$ cat config.mk
export PLATFORM = sky130hd
export DESIGN_NAME = spi_cmd_shifter
export DESIGN_NICKNAME = d
export VERILOG_FILES = /design/src/rtl/spi_cmd_pkg.sv /design/src/rtl/spi_cmd_regs.sv /design/src/rtl/spi_cmd_engine.sv /design/src/rtl/spi_cmd_shifter.sv
export SDC_FILE = /design/constraint.sdc
export NUM_CORES = 1
export LEC_CHECK = 0
export BUFFER_PORTS_ARGS = -buffer_cell sky130_fd_sc_hd__buf_2
export CAP_MARGIN = 20
export CORE_UTILIZATION = 28
export CTS_CLUSTER_SIZE = 24
export DETAILED_ROUTE_END_ITERATION = 10
export GPL_ROUTABILITY_DRIVEN = 0
export PLACE_DENSITY = 0.48
export SLEW_MARGIN = 10
export SYNTH_ARGS = -nofsm -noshare
export SYNTH_HDL_FRONTEND = slang
export SYNTH_HIERARCHICAL = 1
export SYNTH_SLANG_ARGS = --single-unit
$ cat constraint.sdc
create_clock -name clk -period 8.2 [get_ports clk]
set_input_delay 0.82 -clock clk [delete_from_list [all_inputs] [get_ports clk]]
set_output_delay 0.82 -clock clk [all_outputs]
set_load 0.005 [all_outputs]
$ cat src/rtl/spi_cmd_pkg.sv
package spi_cmd_pkg;
  // register addresses
  localparam int A_CMD     = 0;
  localparam int A_CNT     = 1;
  localparam int A_STAT    = 2;
  localparam int A_GUARD   = 3;
  localparam int A_TX_BASE = 8;
  localparam int A_RX_BASE = 16;

  // command codes and guard value
  localparam logic [7:0] CODE_GEN   = 8'h04;
  localparam logic [7:0] CODE_RDSR  = 8'h02;
  localparam logic [7:0] CODE_WRSR  = 8'h20;
  localparam logic [7:0] GUARD_OPEN = 8'h30;

  // flash opcodes inserted by the shortcuts
  localparam logic [7:0] FL_RDSR = 8'h05;
  localparam logic [7:0] FL_WRSR = 8'h01;

  typedef enum logic [1:0] {OP_GEN, OP_RDSR, OP_WRSR} op_kind_t;
  typedef enum logic [1:0] {ST_IDLE, ST_LO, ST_HI, ST_END} eng_state_t;
endpackage

$ cat src/rtl/spi_cmd_regs.sv
module spi_cmd_regs
  import spi_cmd_pkg::*;
#(
  parameter int ADDR_W = 5,
  parameter int NUM_TX = 6,
  parameter int NUM_RX = 10,
  localparam int TX_W = NUM_TX * 8,
  localparam int RX_W = NUM_RX * 8
) (
  input  logic              clk,
  input  logic              rst,
  input  logic              reg_we,
  input  logic [ADDR_W-1:0] reg_addr,
  input  logic [7:0]        reg_wdata,
  output logic [7:0]        reg_rdata,
  input  logic              done,
  input  logic [RX_W-1:0]   rx_flat,
  input  logic [7:0]        status_byte,
  output logic              start,
  output op_kind_t          start_op,
  output logic [TX_W-1:0]   tx_flat,
  output logic [7:0]        bit_count,
  output logic              cmd_active
);
  logic [7:0] tx_q [NUM_TX];
  logic [7:0] cmd_q;
  logic       unlocked;
  logic       code_ok;
  logic [7:0] rd_mux;

  generate
    for (genvar i = 0; i < NUM_TX; i++) begin : g_txflat
      assign tx_flat[i*8 +: 8] = tx_q[i];
    end
  endgenerate

  always_comb begin
    code_ok  = 1'b1;
    start_op = OP_GEN;
    case (reg_wdata)
      CODE_GEN:  start_op = OP_GEN;
      CODE_RDSR: start_op = OP_RDSR;
      CODE_WRSR: start_op = OP_WRSR;
      default:   code_ok  = 1'b0;
    endcase
  end

  assign start = reg_we && (reg_addr == ADDR_W'(A_CMD)) && unlocked &&
                 (cmd_q == 8'h00) && code_ok;
  assign cmd_active = (cmd_q != 8'h00);

  always_ff @(posedge clk) begin
    if (rst) begin
      cmd_q     <= 8'h00;
      unlocked  <= 1'b0;
      bit_count <= 8'h00;
      for (int i = 0; i < NUM_TX; i++) tx_q[i] <= 8'h00;
    end else begin
      if (done) cmd_q <= 8'h00;
      else if (start) cmd_q <= reg_wdata;
      if (reg_we) begin
        if (reg_addr == ADDR_W'(A_CNT))   bit_count <= reg_wdata;
        if (reg_addr == ADDR_W'(A_GUARD)) unlocked  <= (reg_wdata == GUARD_OPEN);
        for (int i = 0; i < NUM_TX; i++)
          if (reg_addr == ADDR_W'(A_TX_BASE + i)) tx_q[i] <= reg_wdata;
      end
    end
  end

  always_comb begin
    rd_mux = 8'h00;
    if (reg_addr == ADDR_W'(A_CMD))   rd_mux = cmd_q;
    if (reg_addr == ADDR_W'(A_CNT))   rd_mux = bit_count;
    if (reg_addr == ADDR_W'(A_STAT))  rd_mux = status_byte;
    if (reg_addr == ADDR_W'(A_GUARD)) rd_mux = unlocked ? GUARD_OPEN : 8'h00;
    for (int i = 0; i < NUM_TX; i++)
      if (reg_addr == ADDR_W'(A_TX_BASE + i)) rd_mux = tx_q[i];
    for (int j = 0; j < NUM_RX; j++)
      if (reg_addr == ADDR_W'(A_RX_BASE + j)) rd_mux = rx_flat[j*8 +: 8];
  end

  // registered read path
  always_ff @(posedge clk) begin
    if (rst) reg_rdata <= 8'h00;
    else     reg_rdata <= rd_mux;
  end


  locked_idle_chk: assert property (@(posedge clk) disable iff (rst)
    (!unlocked && cmd_q == 8'h00) |=> (cmd_q == 8'h00));

  busy_hold_chk: assert property (@(posedge clk) disable iff (rst)
    (cmd_q != 8'h00 && !done) |=> (cmd_q == $past(cmd_q)));
endmodule

$ cat src/rtl/spi_cmd_engine.sv
module spi_cmd_engine
  import spi_cmd_pkg::*;
#(
  parameter int NUM_TX    = 6,
  parameter int NUM_RX    = 10,
  parameter int MAX_BYTES = 7,
  parameter int SCK_HALF  = 2,
  localparam int TX_W     = NUM_TX * 8,
  localparam int RX_W     = NUM_RX * 8,
  localparam int MAX_BITS = MAX_BYTES * 8,
  localparam int CNT_W    = $clog2(MAX_BITS + 1),
  localparam int TICK_W   = $clog2(SCK_HALF + 1)
) (
  input  logic            clk,
  input  logic            rst,
  input  logic            start,
  input  op_kind_t        start_op,
  input  logic [TX_W-1:0] tx_flat,
  input  logic [7:0]      bit_count,
  output logic            done,
  output logic [RX_W-1:0] rx_flat,
  output logic [7:0]      status_byte,
  output logic            spi_cs_n,
  output logic            spi_sck,
  output logic            spi_mosi,
  input  logic            spi_miso
);
  eng_state_t          state;
  op_kind_t            op_q;
  logic [MAX_BITS-1:0] tx_sr;
  logic [MAX_BITS-1:0] load_val;
  logic [CNT_W-1:0]    bits_left;
  logic [CNT_W-1:0]    nbits;
  logic [TICK_W-1:0]   tick;
  logic                tick_done;

  assign tick_done = (tick == TICK_W'(SCK_HALF - 1));
  assign spi_mosi  = tx_sr[MAX_BITS-1];

  always_comb begin
    case (start_op)
      OP_RDSR: begin
        nbits    = CNT_W'(16);
        load_val = {FL_RDSR, {(MAX_BITS-8){1'b0}}};
      end
      OP_WRSR: begin
        nbits    = CNT_W'(16);
        load_val = {FL_WRSR, tx_flat[TX_W-1 -: 8], {(MAX_BITS-16){1'b0}}};
      end
      default: begin
        nbits    = (int'(bit_count) > MAX_BITS) ? CNT_W'(MAX_BITS) : CNT_W'(bit_count);
        load_val = {tx_flat, {(MAX_BITS-TX_W){1'b0}}};
      end
    endcase
  end

  always_ff @(posedge clk) begin
    if (rst) begin
      state       <= ST_IDLE;
      op_q        <= OP_GEN;
      tx_sr       <= '0;
      rx_flat     <= '0;
      bits_left   <= '0;
      tick        <= '0;
      done        <= 1'b0;
      status_byte <= 8'h00;
      spi_cs_n    <= 1'b1;
      spi_sck     <= 1'b0;
    end else begin
      done <= 1'b0;
      case (state)
        ST_IDLE: if (start) begin
          tick <= '0;
          op_q <= start_op;
          if (nbits == '0) begin
            done <= 1'b1;
          end else begin
            spi_cs_n  <= 1'b0;
            tx_sr     <= load_val;
            bits_left <= nbits;
            state     <= ST_LO;
          end
        end
        ST_LO: if (tick_done) begin
          tick    <= '0;
          spi_sck <= 1'b1;
          rx_flat <= {rx_flat[RX_W-2:0], spi_miso};
          state   <= ST_HI;
        end else tick <= tick + 1'b1;
        ST_HI: if (tick_done) begin
          tick      <= '0;
          spi_sck   <= 1'b0;
          tx_sr     <= {tx_sr[MAX_BITS-2:0], 1'b0};
          bits_left <= bits_left - 1'b1;
          state     <= (bits_left == CNT_W'(1)) ? ST_END : ST_LO;
        end else tick <= tick + 1'b1;
        default: if (tick_done) begin
          tick     <= '0;
          spi_cs_n <= 1'b1;
          done     <= 1'b1;
          state    <= ST_IDLE;
          if (op_q == OP_RDSR) status_byte <= rx_flat[7:0];
        end else tick <= tick + 1'b1;
      endcase
    end
  end


  sck_idle_chk: assert property (@(posedge clk) disable iff (rst)
    spi_cs_n |-> !spi_sck);

  mosi_hold_chk: assert property (@(posedge clk) disable iff (rst)
    spi_sck |-> $stable(spi_mosi));

  bit_limit_chk: assert property (@(posedge clk) disable iff (rst)
    bits_left <= CNT_W'(MAX_BITS));
endmodule

$ cat src/rtl/spi_cmd_shifter.sv
module spi_cmd_shifter
  import spi_cmd_pkg::*;
#(
  parameter int ADDR_W    = 5,
  parameter int NUM_TX    = 6,
  parameter int NUM_RX    = 10,
  parameter int MAX_BYTES = 7,
  parameter int SCK_HALF  = 2
) (
  input  logic              clk,
  input  logic              rst,
  input  logic              reg_we,
  input  logic [ADDR_W-1:0] reg_addr,
  input  logic [7:0]        reg_wdata,
  output logic [7:0]        reg_rdata,
  output logic              spi_cs_n,
  output logic              spi_sck,
  output logic              spi_mosi,
  input  logic              spi_miso
);
  localparam int TX_W = NUM_TX * 8;
  localparam int RX_W = NUM_RX * 8;

  logic            start, done, cmd_active;
  op_kind_t        start_op;
  logic [TX_W-1:0] tx_flat;
  logic [RX_W-1:0] rx_flat;
  logic [7:0]      bit_count, status_byte;

  spi_cmd_regs #(.ADDR_W(ADDR_W), .NUM_TX(NUM_TX), .NUM_RX(NUM_RX)) regs_i (
    .clk(clk), .rst(rst), .reg_we(reg_we), .reg_addr(reg_addr),
    .reg_wdata(reg_wdata), .reg_rdata(reg_rdata), .done(done),
    .rx_flat(rx_flat), .status_byte(status_byte), .start(start),
    .start_op(start_op), .tx_flat(tx_flat), .bit_count(bit_count),
    .cmd_active(cmd_active));

  spi_cmd_engine #(.NUM_TX(NUM_TX), .NUM_RX(NUM_RX), .MAX_BYTES(MAX_BYTES),
                   .SCK_HALF(SCK_HALF)) eng_i (
    .clk(clk), .rst(rst), .start(start), .start_op(start_op),
    .tx_flat(tx_flat), .bit_count(bit_count), .done(done),
    .rx_flat(rx_flat), .status_byte(status_byte), .spi_cs_n(spi_cs_n),
    .spi_sck(spi_sck), .spi_mosi(spi_mosi), .spi_miso(spi_miso));

  // command code clears after chip select is released
  cmd_clear_chk: assert property (@(posedge clk) disable iff (rst)
    $rose(spi_cs_n) |=> ##1 !cmd_active);
endmodule

Word-level counts from Yosys, hierarchy flattened
Memory sizes are Yosys's and may differ from the RTL's.
Cells that the tools add are included.
Widths: inputs -> output; s select.

word-level totals
  bits of input ports = 17
  RAM bits = 48
  memories = 1
  word-level logic and storage cells = 171
  output and inout port bits = 11
  flip-flop bits (word level) = 184

memory list
  name         words  width  read ports  clocked after memory_dff  write ports  RTL line            source
  regs_i.tx_q  6      8      6           0                         6            spi_cmd_regs.sv:25  logic [7:0] tx_q [NUM_TX];

cells by class
  reductions and logical operators = 25
  order comparisons = 1
  muxes and demuxes = 86
  add/subtract/negate cells = 2
  equality and inequality tests = 34
  bitwise operators = 8

operators by type and width
  kind                number
  $pmux 56 s2         2
  $mux 8              26
  $mux 56             3
  $eq 5x5->1 const B  10
  $mux 6              6
  $mux 1              34
  $eq 5x4->1 const B  6
  $mux 2              9
  $eq 8x6->1 const B  2
  $pmux 6 s2          1
  $eq 5x2->1 const B  2
  $eq 2x1->1 const B  4
  $eq 8x2->1 const B  1
  $eq 8x3->1 const B  1
  $gt 8x6->1 const B  1
  $logic_not 8->1     1
  $reduce_and 2->1    4
  $reduce_and 4->1    2
  $eq 6x1->1 const B  1
  $logic_not 6->1     1
  $ne 2x1->1 const B  3
  $or 1x1->1          6
  $pmux 1 s2          3
  $pmux 2 s3          1
  other kinds (15)    26

Longest topological paths before layout
Gate-level depths: netlist of the first run.

  depth in word-level cells = 21
  gate-level depth with buffers = 11
  mapped depth without buffers = 9

By module
The synthesis of the first run kept the hierarchy.

modules (own cells, without submodules)
  module          cells each  times used  area an instance (sq um)  sequential area each (sq um)
  spi_cmd_engine  733         1           6,231.0                   3,022.9
  spi_cmd_regs    485         1           4,508.1                   1,941.9

Worst setup path after synthesis of the first run
OpenSTA, ideal clock, no wires.

  kind = input -> register
  start = input reg_wdata[3]
  end = register eng_i.tx_sr[15]
  setup time = 0.140 ns
  buffers on the path = 1
  data required time = 8.060 ns
  cell stages on the path = 10
  slack = 5.010 ns
  arrival = 3.050 ns
  cells stage by stage = nor4_1 -> nand2b_1 -> nor4b_1 -> inv_1 -> ha_1 -> nor4b_4 -> a41o_2 -> nor2_1 -> buf_2 -> a211oi_2

on the way
  word-level cells in the longest chain between the ends = 8
  elaborated cells on any way between the ends = 19
  classes of those cells = eq/ne (7); mux (7); reduce/logical (5)

RTL lines
  item                                             RTL line               source
  start: declaration                               spi_cmd_shifter.sv:14  input logic [7:0] reg_wdata,
  $eq 8x6->1 / $eq 8x2->1 (equally long branches)  spi_cmd_regs.sv:40     case (reg_wdata)
  $pmux 2 s2 *                                     spi_cmd_regs.sv:40
  named net start_op[0]                            spi_cmd_shifter.sv:25  op_kind_t start_op;
  $eq 2x1->1 / $eq 2x2->1 (equally long branches)  spi_cmd_engine.sv:41   case (start_op)
  $reduce_or 2->1 (no line)                        --
  $mux 6                                           spi_cmd_engine.sv:41
  $logic_not 6->1                                  spi_cmd_engine.sv:75   if (nbits == '0) begin
  $ne 2x2->1 (no line)                             --
  $reduce_and 4->1 (no line)                       --
  end signal: assignment                           spi_cmd_engine.sv:79   tx_sr <= load_val;
  end signal: assignment                           spi_cmd_engine.sv:93   tx_sr <= {tx_sr[MAX_BITS-2:0], 1'b0};
  end: declaration                                 spi_cmd_engine.sv:30   logic [MAX_BITS-1:0] tx_sr;

The timed path passes the listed nets; every way through them passes the cells marked *. The select of a mux whose other input is x is not followed.
A chain may end at the register's enable or synchronous reset.

Final worst setup path of the first run
  start = input reg_wdata[3]
  end = register eng_i.bits_left[1]

on the way
  word-level cells in the longest chain between the ends = 8
  elaborated cells on any way between the ends = 18
  classes of those cells = eq/ne (7); mux (6); reduce/logical (5)

RTL lines
  item                                                             RTL line               source
  $eq 8x6->1 / $eq 8x2->1 (equally long branches)                  spi_cmd_regs.sv:40
  $pmux 2 s2 *                                                     spi_cmd_regs.sv:40
  named net start_op[0]                                            spi_cmd_shifter.sv:25
  $eq 2x1->1 / $eq 2x2->1 (equally long branches)                  spi_cmd_engine.sv:41
  $reduce_or 2->1 (no line) *                                      --
  $mux 6 *                                                         spi_cmd_engine.sv:41
  $logic_not 6->1 / $mux 6 (equally long branches)                 spi_cmd_engine.sv:75
  $ne 2x2->1 (no line) / $mux 6 (equally long branches)            --
  $reduce_and 4->1 (no line) / $pmux 6 s2 (equally long branches)  --
  end signal: assignment                                           spi_cmd_engine.sv:80   bits_left <= nbits;
  end signal: assignment                                           spi_cmd_engine.sv:94   bits_left <= bits_left - 1'b1;
  end: declaration                                                 spi_cmd_engine.sv:32   logic [CNT_W-1:0] bits_left;

Marks and branches as above.

==> impl_metrics.tcl, run 1 <==
set metrics [dict create \
    cts_resized 0 \
    finalCritPeriodShare_pct 50.3 \
    post-place-cells 1672 \
    syn_to_final_growth_pct 12.3 \
    slew-limit-headroom_pct 27.2 \
    drt-total-wl_mm 35.2 \
    synth_cell_type_count 81 \
    setup_violations 0 \
    first_pass_iters 5 \
    grt_pass1_vias 8762 \
    synth_top_family_by_area "compound AO/OA/AOI/OAI gates" \
    cts_root_buf "clkbuf_16" \
    setup_tns_ns 0 \
    fillers 4017 \
    r2r_setup_slack_ns 5.11 \
    port_buffers 27 \
    track_usage_pct 17.8 \
    cts.sinks 224 \
    syn_area_mm2 0.0107 \
    min_path_cells 2 \
    synthMuxAreaShare_pct 2.44 \
    cts_tree "yes" \
    finClkSkew_ns 0.0336 \
    globalRoute.totalOverflow 0 \
    synth_top_cell_by_area "dfxtp_1" \
    synth_xor_area_share_pct 0.0816 \
    synthArstFlopShare_pct 0 \
    r2r-start "regs_i/cmd_q[3]" \
    num-nets-final 1214 \
    worstPathMaxFanout 40 \
    final_cells 1718 \
    hold_viol 0 \
    arrival_ns 4.50 \
    status "finished, final reports clean" \
    power.density_mw_per_mm2 202 \
    end_kind "register" \
    yosys_warnings 6 \
    min_from "eng_i/rx_flat[31]" \
    peakVddDrop_uv 153 \
    num_vias 9180 \
    ys_top_cells_by_area "dfxtp_1, edfxtp_1, a21oi_1" \
    reg2reg_depth 8 \
    drv_cap 0 \
    fp.dieH_um 198 \
    synth-seq-area-share_pct 46.2 \
    cellLeakagePower_nw 3.95 \
    viasPerCell 5.34 \
    grt_pass1_wl_mm 53.7 \
    antenna_found_initial 1 \
    synth_compound_area_share_pct 25.5 \
    drcViolationCount 0 \
    slowest_stage "nor2_4" \
    dr.first_iter.drc_count 808 \
    io_pins 28 \
    synthAdderAreaFrac_pct 0.932 \
    rsz0062_at_grt "no" \
    yosysTopAreaCellShare_pct 32.8 \
    hold_buffers 0 \
    final_antenna_net_count 0 \
    period_needed_ns 4.13 \
    synth_simple_gate_area_share_pct 20.1 \
    die_area_mm2 0.0391 \
    grt_max_degree 82 \
    hold_path.class "reg2reg" \
    rows 71 \
    synth_edf_count 48 \
    path_cells "buf_2 > nor4_1 > nand2b_1 > nor4b_1 > inv_1 > ha_1 > nor4b_4 > a41o_2 > nor2_4 > a311oi_2" \
    synth_nets 1243 \
    start_kind "input pin" \
    max_freq_ghz 0.242 \
    path_clk_slew_ns 0.06 \
    power_w 0.00244 \
    post_cts_buffers 0 \
    h-tree-depth 1 \
    dp_hpwl_mm 23.6 \
    start_util_pct 28.5 \
    holdPathEnd "eng_i/rx_flat[32]" \
    path_class "in2reg" \
    syn_inst 1218 \
    worst_pin_slew_ns 1.09 \
    ys.flop_type "dfxtp_1" \
    cts.path.max_buffers 3 \
    syn_area_per_cell_um2 8.82 \
    r2r_end "eng_i/bits_left[1]" \
    wire_per_inst_um 20.5 \
    clk_latency_ns 0.56 \
    cpPeakStageDelay_ns 0.87 \
    cts_buffers 26 \
    report.final.slew_viol_count 0 \
    drive_gt1_share_pct 11.2 \
    cp.required_ns 8.58 \
    ys_seq_elements 224 \
    core_area_mm2 0.0377 \
    dieWidth_um 198 \
    worstSetupStartpoint "reg_wdata[3]" \
]
kinds of logic (layout without fill, tap and decap cells):
family                   count (synthesis)  after routing
AND/OR/NAND/NOR                        434            434
AO/OA/AOI/OAI                          413            413
flip-flops                             224            224
buffers and inverters                  114            102
multiplexers                            24             24
adder cells (fa/ha/maj)                  8              8
XOR/XNOR                                 1              1
other                                    0              1
synth_stat cells (all sizes together), types with 6 or more instances:
library cell	instances
and2	60
o21ai	39
dfxtp	176
mux2	7
nand3	14
or3	6
a31oi	12
a22oi	43
nand2b	15
nor2b	15
nor3	16
a21oi	170
edfxtp	48
nand2	213
a221o	10
nor2	54
inv	15
nor4	9
clkbuf	50
o2111ai	10
o22ai	16
ha	8
a221oi	8
buf	49
mux2i	16
a211oi	44
through the flow:
stage                     instance area [um^2]  util (%)  hold WS, ns  worst slack (ns)
after floorplan                          10700         -        0.437              5.01
after global placement                   11200      29.8        0.452              3.62
after detailed placement                 11200      29.8        0.455              3.54
after CTS                                12100      32.0        0.454              4.11
after global routing                     12100      32.0        0.472              3.78
final                                    12100      32.0        0.458              4.07
per-layer routing:
layer	GRT usage [%]	share of wire, %
met3	2.91	6.3
met4	7.12	3.6
met1	25.5	47
met5	0	0.037
met2	26.5	43
cell type report:
class                      count  area, um^2  area share (%)
multi-input combinational    880        5310            44.0
antenna                        1        2.50          0.0207
clock buffer                  31         699            5.80
tap                          511         639            5.30
sequential                   224        4960            41.2
inverter                      15        56.3           0.467
timing repair buffer          42         254            2.11
clock inverter                14         139            1.15
worst max path at each step:
stage	to	depth (start not counted)
2_1_floorplan	eng_i/tx_sr[15]	10
3_3_place_gp	eng_i/bits_left[1]	10
3_5_place_dp	eng_i/bits_left[1]	10
4_1_cts	eng_i/bits_left[1]	10
5_1_grt	eng_i/tx_sr[28]	10
6_report	eng_i/bits_left[1]	10
state kept, by name, summed over array words and instances (netlist names), 6 cells and up:
register	flops
eng_i/rx_flat	80
eng_i/tx_sr	48
regs_i/tx_q	48
eng_i/status_byte	8
regs_i/bit_count	8
regs_i/cmd_q	8
regs_i/reg_rdata	8
eng_i/bits_left	6
critical path, delay by kind of cell:
family | cells | cell delay (ns)
adders and majority gates | 1 | 0.51
and+or+nand+nor | 5 | 2.27
buffers and inverters | 2 | 0.26
AOI/OAI and AO/OA | 2 | 0.62
report_power, final:
part / total (W) / internal, W / switching, W
Clock: 0.00115 / 0.000669 / 0.000478
Sequential: 0.00116 / 0.00114 / 0.0000221
Combinational: 0.000131 / 0.0000389 / 0.0000918
layout by cell type, fill, tap and decap left out, types with 15 or more instances in the layout:
| cell type | instances |
|---|---|
| nand2_1 | 212 |
| dfxtp_1 | 176 |
| a21oi_1 | 170 |
| and2_1 | 59 |
| nor2_1 | 52 |
| edfxtp_1 | 48 |
| a22oi_1 | 43 |
| o21ai_0 | 37 |
| a211oi_1 | 33 |
| clkbuf_16 | 26 |
| buf_2 | 26 |
| mux2i_1 | 16 |
| o22ai_1 | 16 |
| nand2b_1 | 15 |
| buf_4 | 15 |
(Power assumes the default switching activity.)
==> run 2, diff against run 1 <==
--- a/config.mk
+++ b/config.mk
@@ -11,7 +11,7 @@
 export CTS_CLUSTER_SIZE = 24
 export DETAILED_ROUTE_END_ITERATION = 10
 export GPL_ROUTABILITY_DRIVEN = 0
-export PLACE_DENSITY = 0.48
+export PLACE_DENSITY = 0.5
 export SLEW_MARGIN = 10
 export SYNTH_ARGS = -nofsm -noshare
 export SYNTH_HDL_FRONTEND = slang
==> constraint.sdc (replaced) <==
create_clock -name clk -period 3.3 [get_ports clk]
set_input_delay 0.33 -clock clk [delete_from_list [all_inputs] [get_ports clk]]
set_output_delay 0.33 -clock clk [all_outputs]
set_load 0.005 [all_outputs]
==> run 2 against run 1 <==
First-iteration DRC count decreased by 10%. Sequential power increased by 150%. Via count increased by 2.6%. Hold slack got worse by 0.35 ns. Design area increased by 1.6%. Clock skew decreased by 0.0088 ns. Critical path type unchanged. Largest cell class unchanged.
==> impl_metrics.tcl, run 2 (same netlist as run 1, synthesis figures left out) <==
set metrics [dict create \
    grt_pass1_vias 8865 \
    p_sw_share_pct 24.6 \
    worstPathMaxFanout 23 \
    end_kind "register" \
    status "finished, final reports clean" \
    post_cts_buffers 0 \
    arrival_ns 2.93 \
    first_pass_iters 5 \
    cellLeakagePower_nw 4.06 \
    crit_end "regs_i/reg_rdata[1]" \
    cts.sinks 224 \
    cp.required_ns 3.69 \
    place_area_mm2 0.0115 \
    grt_max_degree 101 \
    num_vias 9421 \
    rows 71 \
    hold_path.class "in2reg" \
    drt-total-wl_mm 35.1 \
    cts_resized 0 \
    setup_tns_ns 0 \
    fin_ws_ns 0.752 \
    wire_per_inst_um 20.1 \
    core_area_mm2 0.0377 \
    viasPerCell 5.40 \
    final_antenna_net_count 0 \
    drcViolationCount 0 \
    cts.path.max_buffers 3 \
    cts_tree "yes" \
    mostFrequentLayoutCell "nand2_1" \
    comb_power_share_pct 5.9 \
    finalCritPeriodShare_pct 77.2 \
    start_util_pct 28.5 \
    h-tree-depth 1 \
    path_class "in2reg" \
    clockPowerShare_pct 44.8 \
    p_sw_w 0.00144 \
    r2r_setup_slack_ns 0.90 \
    regArea_mm2 0.00496 \
    cts_buffers 25 \
    design_area_mm2 0.0123 \
    fp.dieH_um 198 \
    globalRoute.totalOverflow 0 \
    num-nets-final 1239 \
    reg2reg_depth 7 \
    drv_cap 0 \
    dp_hpwl_mm 24.0 \
    io_pins 28 \
    finClkSkew_ns 0.0249 \
    n_antenna_cell 0 \
    clk_latency_ns 0.55 \
    max_freq_ghz 0.392 \
    fillers 3976 \
    p_int_w 0.00440 \
    report.final.slew_viol_count 0 \
    dieWidth_um 198 \
    start_kind "input pin" \
    setup_violations 0 \
    syn_to_final_growth_pct 14.2 \
    power_frac_seq_pct 49.4 \
    period_needed_ns 2.55 \
    worst_pin_slew_ns 0.852 \
    track_usage_pct 17.8 \
    drive_gt1_share_pct 12.5 \
    peakVddDrop_uv 347 \
    hold_buffers 0 \
    top_register "eng_i/rx_flat" \
    power.density_mw_per_mm2 476 \
    slew-limit-headroom_pct 43.2 \
    multi_input_area_mm2 0.00531 \
    r2r-start "regs_i/cmd_q[1]" \
    layout_common_cells "nand2_1, dfxtp_1, a21oi_1, and2_1, nor2_1" \
    hold_viol 0 \
    path_clk_slew_ns 0.06 \
    largest_register_ffs 80 \
    antenna_found_initial 1 \
    grt_pass1_wl_mm 54.1 \
    top_regs "eng_i/rx_flat x80, eng_i/tx_sr x48, regs_i/tx_q x48" \
    dr.first_iter.drc_count 726 \
    worstSetupStartpoint "reg_addr[1]" \
    r2r_end "regs_i/reg_rdata[1]" \
    port_buffers 27 \
    preCtsSetupSlack_ns 0.227 \
    die_area_mm2 0.0391 \
    cts_root_buf "clkbuf_16" \
    rsz0062_at_grt "no" \
]
-- run 2: cell count changes in the layout (fill, tap and decap cells not counted), sizes merged --
cell and change:
clkinv -4, clkinvlp +1, inv +1, clkbuf +5
diode -1, buf +26, bufinv -2
-- run 2: worst min-delay path by stage --
stage,startpoint,to,slack (ns),cells after the start
after detailed placement,eng_i/rx_flat[79],eng_i/rx_flat[79],0.45,2
final,spi_miso,eng_i/rx_flat[0],0.11,3
after global placement,eng_i/rx_flat[79],eng_i/rx_flat[79],0.45,2
after CTS,spi_miso,eng_i/rx_flat[0],0.1,3
after global routing,spi_miso,eng_i/rx_flat[0],0.09,3
after floorplan,eng_i/op_q[0],eng_i/op_q[0],0.44,2
-- run 2: critical path: stages --
cell	delay (ns)
buf_2	0.44
buf_4	0.26
nand2_1	0.26
or3_1	0.41
a21oi_1	0.15
a31oi_1	0.10
a2111oi_0	0.72
buf_4	0.22
nor4_1	0.05
-- run 2: metrics by stage --
| step | total power [W] | instances | hold slack, ns | util [%] |
|---|---|---|---|---|
| 3_3_place_gp | 0.00328 | 1697 | 0.449 | 30.5 |
| 2_1_floorplan | 0.00312 | 1218 | 0.437 | - |
| 6_report | 0.00584 | 1744 | 0.106 | 32.6 |
| 3_5_place_dp | 0.00328 | 1697 | 0.453 | 30.5 |
| 4_1_cts | 0.00589 | 1743 | 0.0975 | 32.5 |
| 5_1_grt | 0.00603 | 1744 | 0.0898 | 32.6 |
-- run 2: final cells by class --
cell class	instances	share of cell area (%)
multi-input combinational	880	43.3
sequential	224	40.5
clock buffer	36	5.60
tap	511	5.21
timing repair buffer	68	4.38
clock inverter	10	0.551
inverter	15	0.459
-- run 2: power groups by stage --
stage          Sequential (W)  Clock, W  Combinational [W]
2_1_floorplan         0.00291         0           0.000211
6_report              0.00288   0.00261           0.000343
3_5_place_dp          0.00294         0           0.000339
4_1_cts               0.00288   0.00267           0.000340
3_3_place_gp          0.00294         0           0.000338
5_1_grt               0.00288   0.00278           0.000365
-- run 2: per-layer routing --
layer	vias to the layer above	GRT usage (%)	share of wire [%]
li1	4432	-	-
met1	4679	24.7	47
met2	245	28.8	46
met3	65	1.81	4.1
met4	0	6.14	2.7
met5	-	0	0
